--- src/rtl/gl_pkg.sv ---
// Package: shared types and helpers for the gate latch.
// Assumes: all flags are synchronous to the system clock.
package gl_pkg;

    // Current-sense derived trip flags, grouped so they travel together.
    typedef struct packed {
        logic pwm;
        logic full;
        logic red;
    } cs_trips_t;

    // Counter width able to hold the value n.
    function automatic int cnt_width(input int n);
        return (n < 2) ? 1 : $clog2(n + 1);
    endfunction

endpackage

--- src/rtl/gl_blank_timer.sv ---
// Module: counts BLANK_CLKS clocks after each gate turn-on and reports
// when current-sense trips may be honoured.
// Assumes: load is a one-clock pulse coinciding with the gate's rising edge.
module gl_blank_timer #(
    parameter int BLANK_CLKS = 28
) (
    input  logic clk,
    input  logic rst_n,
    input  logic load,
    output logic cs_enable
);
    localparam int CW = gl_pkg::cnt_width(BLANK_CLKS);

    generate
        if (BLANK_CLKS == 0) begin : g_noblank
            logic unused_load;
            assign unused_load = load ^ clk ^ rst_n;
            assign cs_enable = 1'b1;
        end else begin : g_blank
            logic [CW-1:0] remain;

            // Reload on turn-on, otherwise count down to zero.
            always_ff @(posedge clk) begin
                if (!rst_n)
                    remain <= '0;
                else if (load)
                    remain <= CW'(BLANK_CLKS);
                else if (remain != '0)
                    remain <= remain - 1'b1;
            end

            assign cs_enable = (remain == '0);
        end
    endgenerate
endmodule

--- src/rtl/gl_trip_merge.sv ---
// Module: combines all latch reset sources into one clear request.
// Assumes: cs_enable is low during the blanking interval.
module gl_trip_merge (
    input  gl_pkg::cs_trips_t cs,
    input  logic              cs_enable,
    input  logic              burst_sel,
    input  logic              ss_trip,
    input  logic              ss_done,
    input  logic              duty_win,
    output logic              clr_req
);
    logic ilim_act;
    logic cs_clr;
    logic ss_clr;

    // Pick the current-limit flag for the present mode.
    always_comb ilim_act = burst_sel ? cs.red : cs.full;

    // Current-sense trips honoured only outside blanking.
    always_comb cs_clr = cs_enable & (cs.pwm | ilim_act);

    // Soft-start limiter only acts before soft-start completes.
    always_comb ss_clr = ss_trip & ~ss_done;

    // Any source, including closure of the duty window, clears.
    always_comb clr_req = cs_clr | ss_clr | ~duty_win;
endmodule

--- src/rtl/gl_latch_core.sv ---
// Module: set/reset gate latch with reset priority and a forced-off input.
// Assumes: set_req is the cycle-start pulse; force_off is the UV flag.
module gl_latch_core (
    input  logic clk,
    input  logic rst_n,
    input  logic set_req,
    input  logic clr_req,
    input  logic force_off,
    output logic gate,
    output logic turn_on
);
    logic gate_nx;

    // Next state: force-off, then clear, then set, else hold.
    always_comb begin
        if (force_off || clr_req)
            gate_nx = 1'b0;
        else if (set_req)
            gate_nx = 1'b1;
        else
            gate_nx = gate;
    end

    // Rising-edge indication used to restart blanking.
    always_comb turn_on = gate_nx & ~gate;

    // State register.
    always_ff @(posedge clk) begin
        if (!rst_n)
            gate <= 1'b0;
        else
            gate <= gate_nx;
    end
endmodule

--- src/rtl/gate_latch_leb.sv ---
// Module: top of the gate-drive latch with current-sense blanking.
// Assumes: inputs are synchronous flags; gate_en is registered.
module gate_latch_leb #(
    parameter int BLANK_CLKS = 28
) (
    input  logic clk,
    input  logic rst_n,
    input  logic cyc_start,
    input  logic duty_win,
    input  logic pwm_trip,
    input  logic ss_trip,
    input  logic ss_done,
    input  logic ilim_full_trip,
    input  logic ilim_red_trip,
    input  logic burst_sel,
    input  logic uv_low,
    output logic gate_en
);
    gl_pkg::cs_trips_t cs;
    logic cs_enable;
    logic clr_req;
    logic turn_on;

    // Bundle the current-sense flags.
    always_comb begin
        cs.pwm  = pwm_trip;
        cs.full = ilim_full_trip;
        cs.red  = ilim_red_trip;
    end

    gl_blank_timer #(.BLANK_CLKS(BLANK_CLKS)) u_blank (
        .clk       (clk),
        .rst_n     (rst_n),
        .load      (turn_on),
        .cs_enable (cs_enable)
    );

    gl_trip_merge u_merge (
        .cs        (cs),
        .cs_enable (cs_enable),
        .burst_sel (burst_sel),
        .ss_trip   (ss_trip),
        .ss_done   (ss_done),
        .duty_win  (duty_win),
        .clr_req   (clr_req)
    );

    gl_latch_core u_core (
        .clk       (clk),
        .rst_n     (rst_n),
        .set_req   (cyc_start),
        .clr_req   (clr_req),
        .force_off (uv_low),
        .gate      (gate_en),
        .turn_on   (turn_on)
    );
endmodule

--- config.mk ---
export PLATFORM = sky130hd
export DESIGN_NAME = gate_latch_leb
export DESIGN_NICKNAME = d
export VERILOG_FILES = /design/src/rtl/gl_pkg.sv /design/src/rtl/gl_blank_timer.sv /design/src/rtl/gl_trip_merge.sv /design/src/rtl/gl_latch_core.sv /design/src/rtl/gate_latch_leb.sv
export SDC_FILE = /design/constraint.sdc
export NUM_CORES = 1
export LEC_CHECK = 0
export ABC_AREA = 1
export BUFFER_PORTS_ARGS = -buffer_cell sky130_fd_sc_hd__buf_2
export CAP_MARGIN = 20
export CORE_AREA = 5 5 42 44
export CTS_CLUSTER_SIZE = 16
export DETAILED_ROUTE_END_ITERATION = 6
export DIE_AREA = 0 0 47 49
export GPL_TIMING_DRIVEN = 0
export PLACE_DENSITY = 0.49
export SLEW_MARGIN = 40
export SYNTH_ARGS = -nofsm -noshare
export SYNTH_HDL_FRONTEND = slang
export SYNTH_SLANG_ARGS = --single-unit
--- constraint.sdc ---
create_clock -name clk -period 1.2 [get_ports clk]
set_clock_uncertainty 0.2 [all_clocks]
set_input_delay 0.18 -clock clk [delete_from_list [all_inputs] [get_ports clk]]
set_output_delay 0.18 -clock clk [all_outputs]
set_load 0.02 [all_outputs]
== Word-level counts from Yosys, hierarchy flattened ==
Index checks and enable logic that the tools add are counted.

* Flip-flop bits (word level): 6
* Output and inout bits: 1

* Bitwise operators: 10
* Add/sub/neg operators: 1
* Reduce and logical (&&, ||, !) cells: 5
* Muxes and demuxes: 5

{| class="wikitable"
|+ Operators by type and width
! operator !! number
|-
| $mux 5 || 2
|-
| $logic_not 5->1 || 1
|-
| $reduce_bool 5->1 || 1
|-
| $sub 5x1->5 const B || 1
|-
| $not 1->1 || 4
|-
| $and 1x1->1 || 3
|-
| $mux 1 || 3
|-
| $or 1x1->1 || 3
|-
| $reduce_bool 2->1 || 1
|-
| $reduce_or 2->1 || 1
|-
| $logic_or 1x1->1 || 1
|}

== Longest topological paths before layout ==
Gate-level depths: netlist of run 1.

* Depth in word-level cells: 9
* Mapped depth: 8
* Mapped depth without buffers: 8

== Cells and area by module ==
Synthesis of run 1 repeated with hierarchy kept, for this count alone.

* Cell total of the unflattened synthesis: 55
* Area total of the unflattened synthesis: 349.1 um^2

{| class="wikitable"
|+ By module, submodules not included
! module !! cells an instance !! instances !! area an instance (um^2)
|-
| gl_blank_timer || 36 || 1 || 250.2
|-
| gl_latch_core || 10 || 1 || 60.1
|-
| gl_trip_merge || 9 || 1 || 38.8
|}

== Worst setup path before layout of run 1 ==
OpenSTA, ideal clock, no wires.

* Kind: flip-flop to flip-flop
* Start: register u_blank.g_blank.remain[0]
* End: register u_blank.g_blank.remain[0]
* Setup slack: -0.114 ns
* Data arrival time: 1.050 ns
* Stages on the path, launching flop included: 7
* Path through: dfxtp_1 > inv_1 > ha_1 > nand3b_1 > xor2_1 > clkinv_1 > nor2_1

* Longest elaborated chain between the ends: 8
* Elaborated cells between the ends (all ways): 10
* Classes of those cells: add/sub (1); mux (1); bitwise (4); reduce/logical (4)

{| class="wikitable"
|+ Ends and longest elaborated chain
! what !! line !! RTL
|-
| from (decl) || gl_blank_timer.sv:20 || <nowiki>logic [CW-1:0] remain;</nowiki>
|-
| from (signal assigned) || gl_blank_timer.sv:27 || <nowiki>remain <= CW'(BLANK_CLKS);</nowiki>
|-
| from (signal assigned) || gl_blank_timer.sv:29 || <nowiki>remain <= remain - 1'b1;</nowiki>
|-
| $logic_not 5->1 || gl_blank_timer.sv:32 || <nowiki>assign cs_enable = (remain == '0);</nowiki>
|-
| $and 1x1->1 || gl_trip_merge.sv:20 || <nowiki>always_comb cs_clr = cs_enable & (cs.pwm | ilim_act);</nowiki>
|-
| $or 1x1->1 (2 in a row) || gl_trip_merge.sv:26 || <nowiki>always_comb clr_req = cs_clr | ss_clr | ~duty_win;</nowiki>
|-
| $logic_or 1x1->1 || gl_latch_core.sv:16 || <nowiki>if (force_off || clr_req)</nowiki>
|-
| $mux 1 || gl_latch_core.sv:16 ||
|-
| $and 1x1->1 || gl_latch_core.sv:25 || <nowiki>always_comb turn_on = gate_nx & ~gate;</nowiki>
|-
| $reduce_or 2->1 (no source line) || - ||
|}

Parallel ways exist; a longest one is shown, timed or not.
A chain may end at the register's enable or synchronous reset.

== Final worst setup path of run 1 ==
* Start: register u_blank.g_blank.remain[1]
* End: register u_blank.g_blank.remain[0]

Same word-level chain as after synthesis.

==> results of run 1 <==
[critical path, stage by stage (launching register included)]
cell      delay [ps]
dfxtp_2          320
inv_2             70
ha_4             160
nand3b_1         140
xor2_1           240
inv_2             50
nor2_1            80
[metal layers]
| metal | share of wire (%) | vias up |
|---|---|---|
| met5 | 0 | - |
| li1 | - | 194 |
| met2 | 52 | 12 |
| met3 | 6.8 | 2 |
| met4 | 2.0 | 0 |
| met1 | 39 | 153 |
[metrics by stage]
stage / std cells / hold WS (ps) / cell area (sq um) / worst slack (ps) / power, mW
floorplan: 50 / 101 / 374 / -16.2 / 0.834
global placement: 77 / 246 / 449 / -107 / 0.942
detailed placement: 77 / 243 / 449 / -117 / 0.945
CTS: 84 / 78.0 / 513 / -138 / 1.28
global route: 86 / 108 / 543 / -189 / 1.53
finish: 86 / 73.2 / 543 / -124 / 1.41
[cell families (layout without fill, tap and decap cells)]
logic type | after synthesis | after routing | synth area share [%]
adder cells (fa/ha/maj) | 1 | 1 | 3.50
AO/OA/AOI/OAI | 5 | 5 | 7.69
buffers and inverters | 11 | 31 | 11.5
flip-flops | 6 | 6 | 33.6
XOR/XNOR | 2 | 2 | 4.90
AND/OR/NAND/NOR | 25 | 25 | 38.8
[how the worst min path moves through the flow]
| stage | start | endpoint | slack (ps) | cells after the start |
|---|---|---|---|---|
| after global routing | uv_low | u_core.gate | 110 | 6 |
| after global placement | rst_n | u_blank.g_blank.remain[0] | 250 | 3 |
| after detailed placement | rst_n | u_blank.g_blank.remain[1] | 240 | 3 |
| final | uv_low | u_core.gate | 70 | 6 |
| after CTS | uv_low | u_core.gate | 80 | 6 |
| after floorplan | rst_n | u_blank.g_blank.remain[1] | 100 | 2 |
[report_power, final]
| part | internal [mW] | switching, mW | total, mW |
|---|---|---|---|
| clock | 0.114 | 0.0857 | 0.200 |
| combinational | 0.414 | 0.435 | 0.850 |
| sequential | 0.280 | 0.0776 | 0.357 |
| total | 0.808 | 0.599 | 1.41 |
[area by class of cell]
class / instances / area, sq um / area share (%)
clock buffers: 3 / 22.5 / 4.15
repair buffers: 17 / 103 / 18.9
well taps: 16 / 20.0 / 3.69
inverters: 11 / 41.3 / 7.60
flip-flops and latches: 6 / 124 / 22.8
multi-input cells: 33 / 233 / 42.9
[synthesized netlist by cell type]
library cell  number  area, sq um
a21oi_1            3         15.0
clkinv_1           1         3.75
dfxtp_1            6          120
ha_1               1         12.5
inv_1              9         33.8
inv_2              1         3.75
nand2_1            9         33.8
nand2_2            3         18.8
nand3_1            1         5.00
nand3_4            1         17.5
nand3b_1           2         15.0
nand4_1            1         6.26
nor2_1             5         18.8
nor2_2             2         12.5
nor2_4             1         11.3
o21ai_0            1         5.00
o21bai_1           1         7.51
xor2_1             2         17.5
[state kept, by name (all words and copies together) (netlist names)]
name and cells:
u_blank.g_blank.remain 5, u_core.gate 1
[what timing repair did]
item                                   CTS  global route
hold buffers                             1             0
setup endpoints to repair                6             6
resized for setup                        2             5
pin swaps                                5             7
endpoints found under the hold margin    2             0
setup buffers                            3             2
cloned                                   0             0
==> results.toml, run 1 <==
[sta]
setup_tns_ps = -416
clock.fmax_ghz = 0.756
grt_setup_unrepaired = "yes"
maxSlewHeadroom_pct = 85.8
finalSetupViolCount = 6
layout_min_cycle_time_ps = 1320
setup_ws_ps = -124
fin_crit_sh_pct = 110
tightest_slew_ps = 213
slew_viol_final = 0
hold_viol = 0

[worst_setup_path]
worst-path-max-fanout = 3
endpoint = "u_blank.g_blank.remain[0]"
crit_required_ps = 1190
reg2reg_depth = 6
worst_setup_path_start_kind = "flip-flop"
cp.arrival_ps = 1310
reg2reg_slack_ps = -120
critPathCaptureType = "flip-flop"
r2r_end = "u_blank.g_blank.remain[0]"
critPathKind = "flip-flop to flip-flop"
crit_start = "u_blank.g_blank.remain[1]"
r2r-start = "u_blank.g_blank.remain[1]"

[synthesis]
synth-seq-cells = 6
syn_area_per_cell_sq_um = 7.16
yosysSeqAreaShare_pct = 33.6
synth.distinct_cells = 18
synth_area_sq_um = 358
yosysWarnings = 0
syn_inst = 50
syn-num-nets = 62

[power_and_ir_drop]
power_density_nw_per_um2 = 2590
ir_drop_uv = 1050
p_leak_nw = 0.270

[clocking]
insertion_delay_ps = 260
clockBufferDepth = 2
cts.reportedPaths.clkPinSlew_ps = 50
htreeDepth = 1
clock_sinks = 6
cts_tree = "yes"
numCtsBuffers = 3
cts_root_buffer = "clkbuf_4"

[placed_design]
io_buffers = 11
hpwl_um = 565
gp_congestion = 0.679

[hold_path]
hp-class = "input port to flip-flop"

[drt]
drcViolationCount = 0
wire_per_inst_um = 9.80
vias_per_cell = 4.20
wl_um = 843
ant_nets = 0
dr.pass1.iters = 2
drtIter0Drc = 1
vias = 361

[final_layout]
final_core_util_pct = 38.8
mostFrequentLayoutCells = "11 x buf_2, 8 x nand2_1, 7 x inv_1"
final_nets = 84
area_growth_pct = 51.7
fillers = 165
drive_above_1_share_pct = 52.9
diodes = 0
final_common_cell = "buf_2"

[global_routing]
grt-ovfl-total = 0
grt_first_pass_wirelength_um = 1310
antenna_found_initial = 0
grt_pass1_vias = 335
use_met2_pct = 11.3
grt.met3_usage_pct = 3.32
global_route.peak_usage_layer = "met2"
grt_use_met1_pct = 8.99
track_usage_pct = 8.30
grt_max_degree = 5

[floorplanning]
dieArea_sq_um = 2300
ioPinCount = 12
die_h_um = 49
coreArea_sq_um = 1400
initial_core_util_pct = 25.5
num_rows = 14
die_w_um = 47

[status]
outcome = "complete, but fails checks"
violations = "negative setup slack"

[run]
drv_cap = 0
No activity file was read; power rests on OpenSTA's default activity.
==> inputs of run 2 (changes only) <==
--- a/config.mk
+++ b/config.mk
@@ -13,8 +13,9 @@
 export DETAILED_ROUTE_END_ITERATION = 6
 export DIE_AREA = 0 0 47 49
 export GPL_TIMING_DRIVEN = 0
-export PLACE_DENSITY = 0.49
+export PLACE_DENSITY = 0.48
 export SLEW_MARGIN = 40
 export SYNTH_ARGS = -nofsm -noshare
 export SYNTH_HDL_FRONTEND = slang
+export SYNTH_HIERARCHICAL = 1
 export SYNTH_SLANG_ARGS = --single-unit
==> constraint.sdc (replaced) <==
create_clock -name clk -period 1.2 [get_ports clk]
set_clock_uncertainty 0.2 [all_clocks]
set_input_delay 0.18 -clock clk [delete_from_list [all_inputs] [get_ports clk]]
set_output_delay 0.18 -clock clk [all_outputs]
set_load 0.005 [all_outputs]
==> results.toml, run 2 <==
[clocking]
clockBufferDepth = 2
cts_root_buffer = "clkbuf_4"
clock_sinks = 6
insertion_delay_ps = 240
cts_tree = "yes"
cts.reportedPaths.clkPinSlew_ps = 50
numCtsBuffers = 3
htreeDepth = 1

[sta]
hold_viol = 0
fin_crit_sh_pct = 124
slew_viol_final = 0
layout_min_cycle_time_ps = 1480
tightest_slew_ps = 343
finalSetupViolCount = 6
maxSlewHeadroom_pct = 76.9
setup_ws_ps = -285
grt_setup_unrepaired = "yes"
clock.fmax_ghz = 0.674

[drt]
ant_nets = 0
wl_um = 794
wire_per_inst_um = 8.45
drcViolationCount = 0
vias_per_cell = 4.13
drtIter0Drc = 5
vias = 388
dr.pass1.iters = 4

[worst_setup_path]
crit_required_ps = 1140
worst-path-max-fanout = 3
cp.arrival_ps = 1420
worst_setup_path_start_kind = "flip-flop"
critPathKind = "flip-flop to flip-flop"
critPathCaptureType = "flip-flop"

[synthesis]
synth-seq-cells = 6
yosysSeqAreaShare_pct = 34.4
yosys.area.top_type = "dfxtp_1"
synth_commonest_cells = "14 x nand2_1, 13 x inv_1, 6 x dfxtp_1"
synth_area_sq_um = 349
syn_inst = 55
synth.top_cell.area_share_pct = 34.4
syn_area_per_cell_sq_um = 6.35
synth_edf_count = 0
yosysWarnings = 6
yosysMostFrequentCell = "nand2_1"
syn-num-nets = 67
synthFlopType = "dfxtp_1"
ys_async_sr_fraction_pct = 0
synth_area_leaders = "dfxtp_1 34%, nand2_1 15%, inv_1 14%, a21oi_1 7.2%, nor2_1 5.4%"
synth.distinct_cells = 13

[final_layout]
largest_reg_flops = 5
final_common_cell = "buf_2"
final_nets = 92
diodes = 0
mostFrequentLayoutCells = "11 x buf_2, 10 x nand2_1, 9 x inv_1"
regMostFlops = "u_blank/g_blank.remain"
biggestRegsByFlops = "u_blank/g_blank.remain: 5 flops, u_core/gate: 1 flops"
drive_above_1_share_pct = 56.4
area_growth_pct = 67.7
final_cell_area_sq_um = 586
finalNonFillerCells = 94

[power_and_ir_drop]
power_density_nw_per_um2 = 2460
ir_drop_uv = 929
p_leak_nw = 0.304

[status]
violations = "negative setup slack"
outcome = "complete, but fails checks"

[placed_design]
gp_congestion = 0.661
hpwl_um = 583
place_inst = 82
io_buffers = 11
placed_area_sq_um = 452

[floorplanning]
coreArea_sq_um = 1400
num_rows = 14
initial_core_util_pct = 24.9
ioPinCount = 12
die_h_um = 49
dieArea_sq_um = 2300
die_w_um = 47

[global_routing]
grt_first_pass_wirelength_um = 1480
grt_pass1_vias = 394
antenna_found_initial = 0
track_usage_pct = 8.59
grt-ovfl-total = 0
grt_max_degree = 6

[hold_path]
hp-class = "input port to flip-flop"

[run]
drv_cap = 0
run 2: final timing paths:
path	cells after the start	start	slack, ps	endpoint
worst max-delay path	12	u_blank/g_blank.remain[0]	-280	u_blank/g_blank.remain[1]
worst max register to register	12	u_blank/g_blank.remain[0]	-280	u_blank/g_blank.remain[1]
worst min-delay path	3	rst_n	0.04	u_blank/g_blank.remain[1]
worst min register to register	2	u_blank/g_blank.remain[4]	280	u_blank/g_blank.remain[4]
run 2: area by class of cell:
| class | count | area [sq um] |
|---|---|---|
| fillers | 156 | 816 |
| repair buffers | 20 | 125 |
| multi-input cells | 35 | 238 |
| well taps | 16 | 20.0 |
| inverters | 14 | 57.6 |
| flip-flops and latches | 6 | 123 |
| clock buffers | 3 | 22.5 |
run 2: worst max-delay path, stage by stage (launching register included):
cell and delay, ps:
dfxtp_2 330, inv_2 50, ha_4 160, nand3_4 90, clkinv_4 60, nand2_4 50
nand2_4 50, nor2_4 100, nand3_2 70, inv_2 80, inv_2 50, nand3_2 50
nor2_1 40
run 2: metal layers:
| metal | global-route usage (%) | vias to the layer above | wire length, um |
|---|---|---|---|
| met3 | 0 | 0 | 47 |
| met1 | 11.2 | 166 | 334 |
| met2 | 12.7 | 11 | 411 |
| met5 | 0 | - | 0 |
| met4 | 6.91 | 0 | 0 |
| li1 | - | 211 | - |
run 2: logic make-up (layout without fill, tap and decap cells):
family                     count (synthesis)  after routing  synth area share [%]
AOI/OAI and AO/OA                          7              7                  11.8
adders and majority gates                  1              1                  3.58
buffers and inverters                     14             37                  15.4
DFF                                        6              6                  34.4
and+or+nand+nor                           27             27                  34.8
run 2: power breakdown:
group | switching, mW | internal (mW)
logic | 0.448 | 0.466
registers | 0.0631 | 0.278
clock network | 0.0732 | 0.113
total | 0.584 | 0.858
run 2: through the flow:
| stage | hold WS (ps) | setup slack (ps) | total power [mW] | setup TNS [ps] | util, % |
|---|---|---|---|---|---|
| after CTS | -5.59 | -323 | 1.32 | -1780 | 38.8 |
| after global routing | 10.1 | -407 | 1.59 | -2130 | 41.8 |
| after detailed placement | 249 | -399 | 0.928 | -2050 | 32.2 |
| after floorplan | 94.2 | -267 | 0.812 | -1280 | - |
| after global placement | 249 | -385 | 0.920 | -1950 | 32.2 |
| final | 0.0434 | -285 | 1.44 | -1540 | 41.8 |
run 2: timing repair:
action | CTS | global route
buffers inserted | 7 | 2
pin swaps | 5 | 4
hold endpoints to repair | 1 | 0
hold buffers | 1 | 0
endpoints found under the setup margin | 6 | 6
resized for setup | 5 | 6
==> inputs of run 3 (changes only) <==
==> constraint.sdc (replaced) <==
create_clock -name clk -period 1.2 [get_ports clk]
set_clock_uncertainty 0.2 [all_clocks]
set_input_delay 0.18 -clock clk [delete_from_list [all_inputs] [get_ports clk]]
set_output_delay 0.18 -clock clk [all_outputs]
set_load 0.05 [all_outputs]
==> results.toml, run 3 (synthesis results as in run 2) <==
[sta]
fin_crit_sh_pct = 124
fin_hold_ws_ps = 0.0390
clock.fmax_ghz = 0.674
tightest_slew_ps = 343
hold_viol = 0
setup_ws_ps = -285
maxSlewHeadroom_pct = 76.9
layout_min_cycle_time_ps = 1480
grt_setup_unrepaired = "yes"
slew_viol_final = 0
finalSetupViolCount = 6
setup_tns_ps = -1540

[final_layout]
biggestRegsByFlops = "u_blank/g_blank.remain: 5 flops, u_core/gate: 1 flops"
drive_above_1_share_pct = 56.4
area_growth_pct = 68.5
diodes = 0
largest_reg_flops = 5
final_cell_area_sq_um = 588
mostFrequentLayoutCells = "10 x buf_2, 10 x nand2_1, 9 x buf_4, 9 x inv_1, 5 x nor2_1"
finalNonFillerCells = 94
regMostFlops = "u_blank/g_blank.remain"
final_nets = 92

[power_and_ir_drop]
p_leak_nw = 0.304
ir_drop_uv = 929
seqPwrFrac_pct = 23.6
power.share.switching_pct = 40.7
switching_power_mw = 0.590
comb_power_share_pct = 63.6
clkPwrFrac_pct = 12.9
power_density_nw_per_um2 = 2460
p_int_mw = 0.859

[status]
violations = "negative setup slack"
outcome = "complete, but fails checks"

[clocking]
cts_root_buffer = "clkbuf_4"
cts.reportedPaths.clkPinSlew_ps = 50
insertion_delay_ps = 240
clock_sinks = 6
clockBufferDepth = 2
numCtsBuffers = 3
cts_tree = "yes"
htreeDepth = 1

[placed_design]
io_buffers = 11
gp_congestion = 0.661
place_inst = 82
hpwl_um = 583
placed_area_sq_um = 452

[hold_path]
hp-class = "input port to flip-flop"
worst_hold_path.num_cells = 3

[worst_setup_path]
worst_setup_path_start_kind = "flip-flop"
crit_required_ps = 1140
worst-path-max-fanout = 3
critPathCaptureType = "flip-flop"
reg2reg_depth = 12
critPathKind = "flip-flop to flip-flop"
cp.arrival_ps = 1420

[floorplanning]
coreArea_sq_um = 1400
num_rows = 14
die_w_um = 47
dieArea_sq_um = 2300
ioPinCount = 12
die_h_um = 49
initial_core_util_pct = 24.9

[drt]
vias_per_cell = 4.13
wire_per_inst_um = 8.45
vias = 388
wl_um = 794
drcViolationCount = 0
dr.pass1.iters = 4
drtIter0Drc = 5
ant_nets = 0

[global_routing]
grt_pass1_vias = 394
grt_max_degree = 6
grt-ovfl-total = 0
antenna_found_initial = 0
track_usage_pct = 8.59
grt_first_pass_wirelength_um = 1480

[run]
drv_cap = 0
[run 3: cell types whose count changed in the layout (fill, tap and decap cells not counted)]
| cell | previous run | this run |
|---|---|---|
| buf_2 | 11 | 10 |
| buf_4 | 8 | 9 |
[run 3: worst max-delay path, stage by stage, from the launching register on]
cell and delay [ps]:
dfxtp_2 330, inv_2 50, ha_4 160, nand3_4 90, clkinv_4 60, nand2_4 50, nand2_4 50, nor2_4 100
nand3_2 70, inv_2 80, inv_2 50, nand3_2 50, nor2_1 40
[run 3: cell type report]
cell class              count  area [sq um]
fillers                   155           813
multi-input cells          35           238
repair buffers             20           128
flip-flops and latches      6           123
inverters                  14          57.6
clock buffers               3          22.5
well taps                  16          20.0
[run 3: timing repair]
item / CTS / global route
pin swaps: 5 / 4
endpoints found under the hold margin: 1 / 0
gates resized for setup: 6 / 6
hold buffers: 1 / 0
setup endpoints to repair: 7 / 6
buffers inserted: 7 / 2
gates cloned: 0 / 0
[run 3: routing by layer]
layer | vias to the layer above | track usage [%] | routed length [um]
li1 | 211 | - | -
met1 | 166 | 11.2 | 334
met2 | 11 | 12.7 | 412
met3 | 0 | 0 | 47
met4 | 0 | 6.91 | 0
met5 | - | 0 | 0
[run 3: path summary, 6_finish.rpt]
check	start	slack, ps	end
worst max-delay path	u_blank/g_blank.remain[0]	-280	u_blank/g_blank.remain[1]
worst max register to register	u_blank/g_blank.remain[0]	-280	u_blank/g_blank.remain[1]
worst min-delay path	rst_n	0.04	u_blank/g_blank.remain[1]
worst min register to register	u_blank/g_blank.remain[4]	280	u_blank/g_blank.remain[4]
[run 3: power groups by stage]
stage                     Sequential, mW  Combinational, mW  Clock [mW]
final                              0.341              0.920       0.186
after global routing               0.349               1.04       0.209
after CTS                          0.337              0.795       0.197
after detailed placement           0.349              0.584           0
after global placement             0.347              0.579           0
after floorplan                    0.338              0.480           0
[run 3: through the flow]
step,setup slack [ps],util (%),power (mW)
finish,-285,42.0,1.45
global route,-407,42.0,1.60
CTS,-323,38.9,1.33
detailed placement,-399,32.2,0.933
global placement,-385,32.2,0.925
floorplan,-267,-,0.818
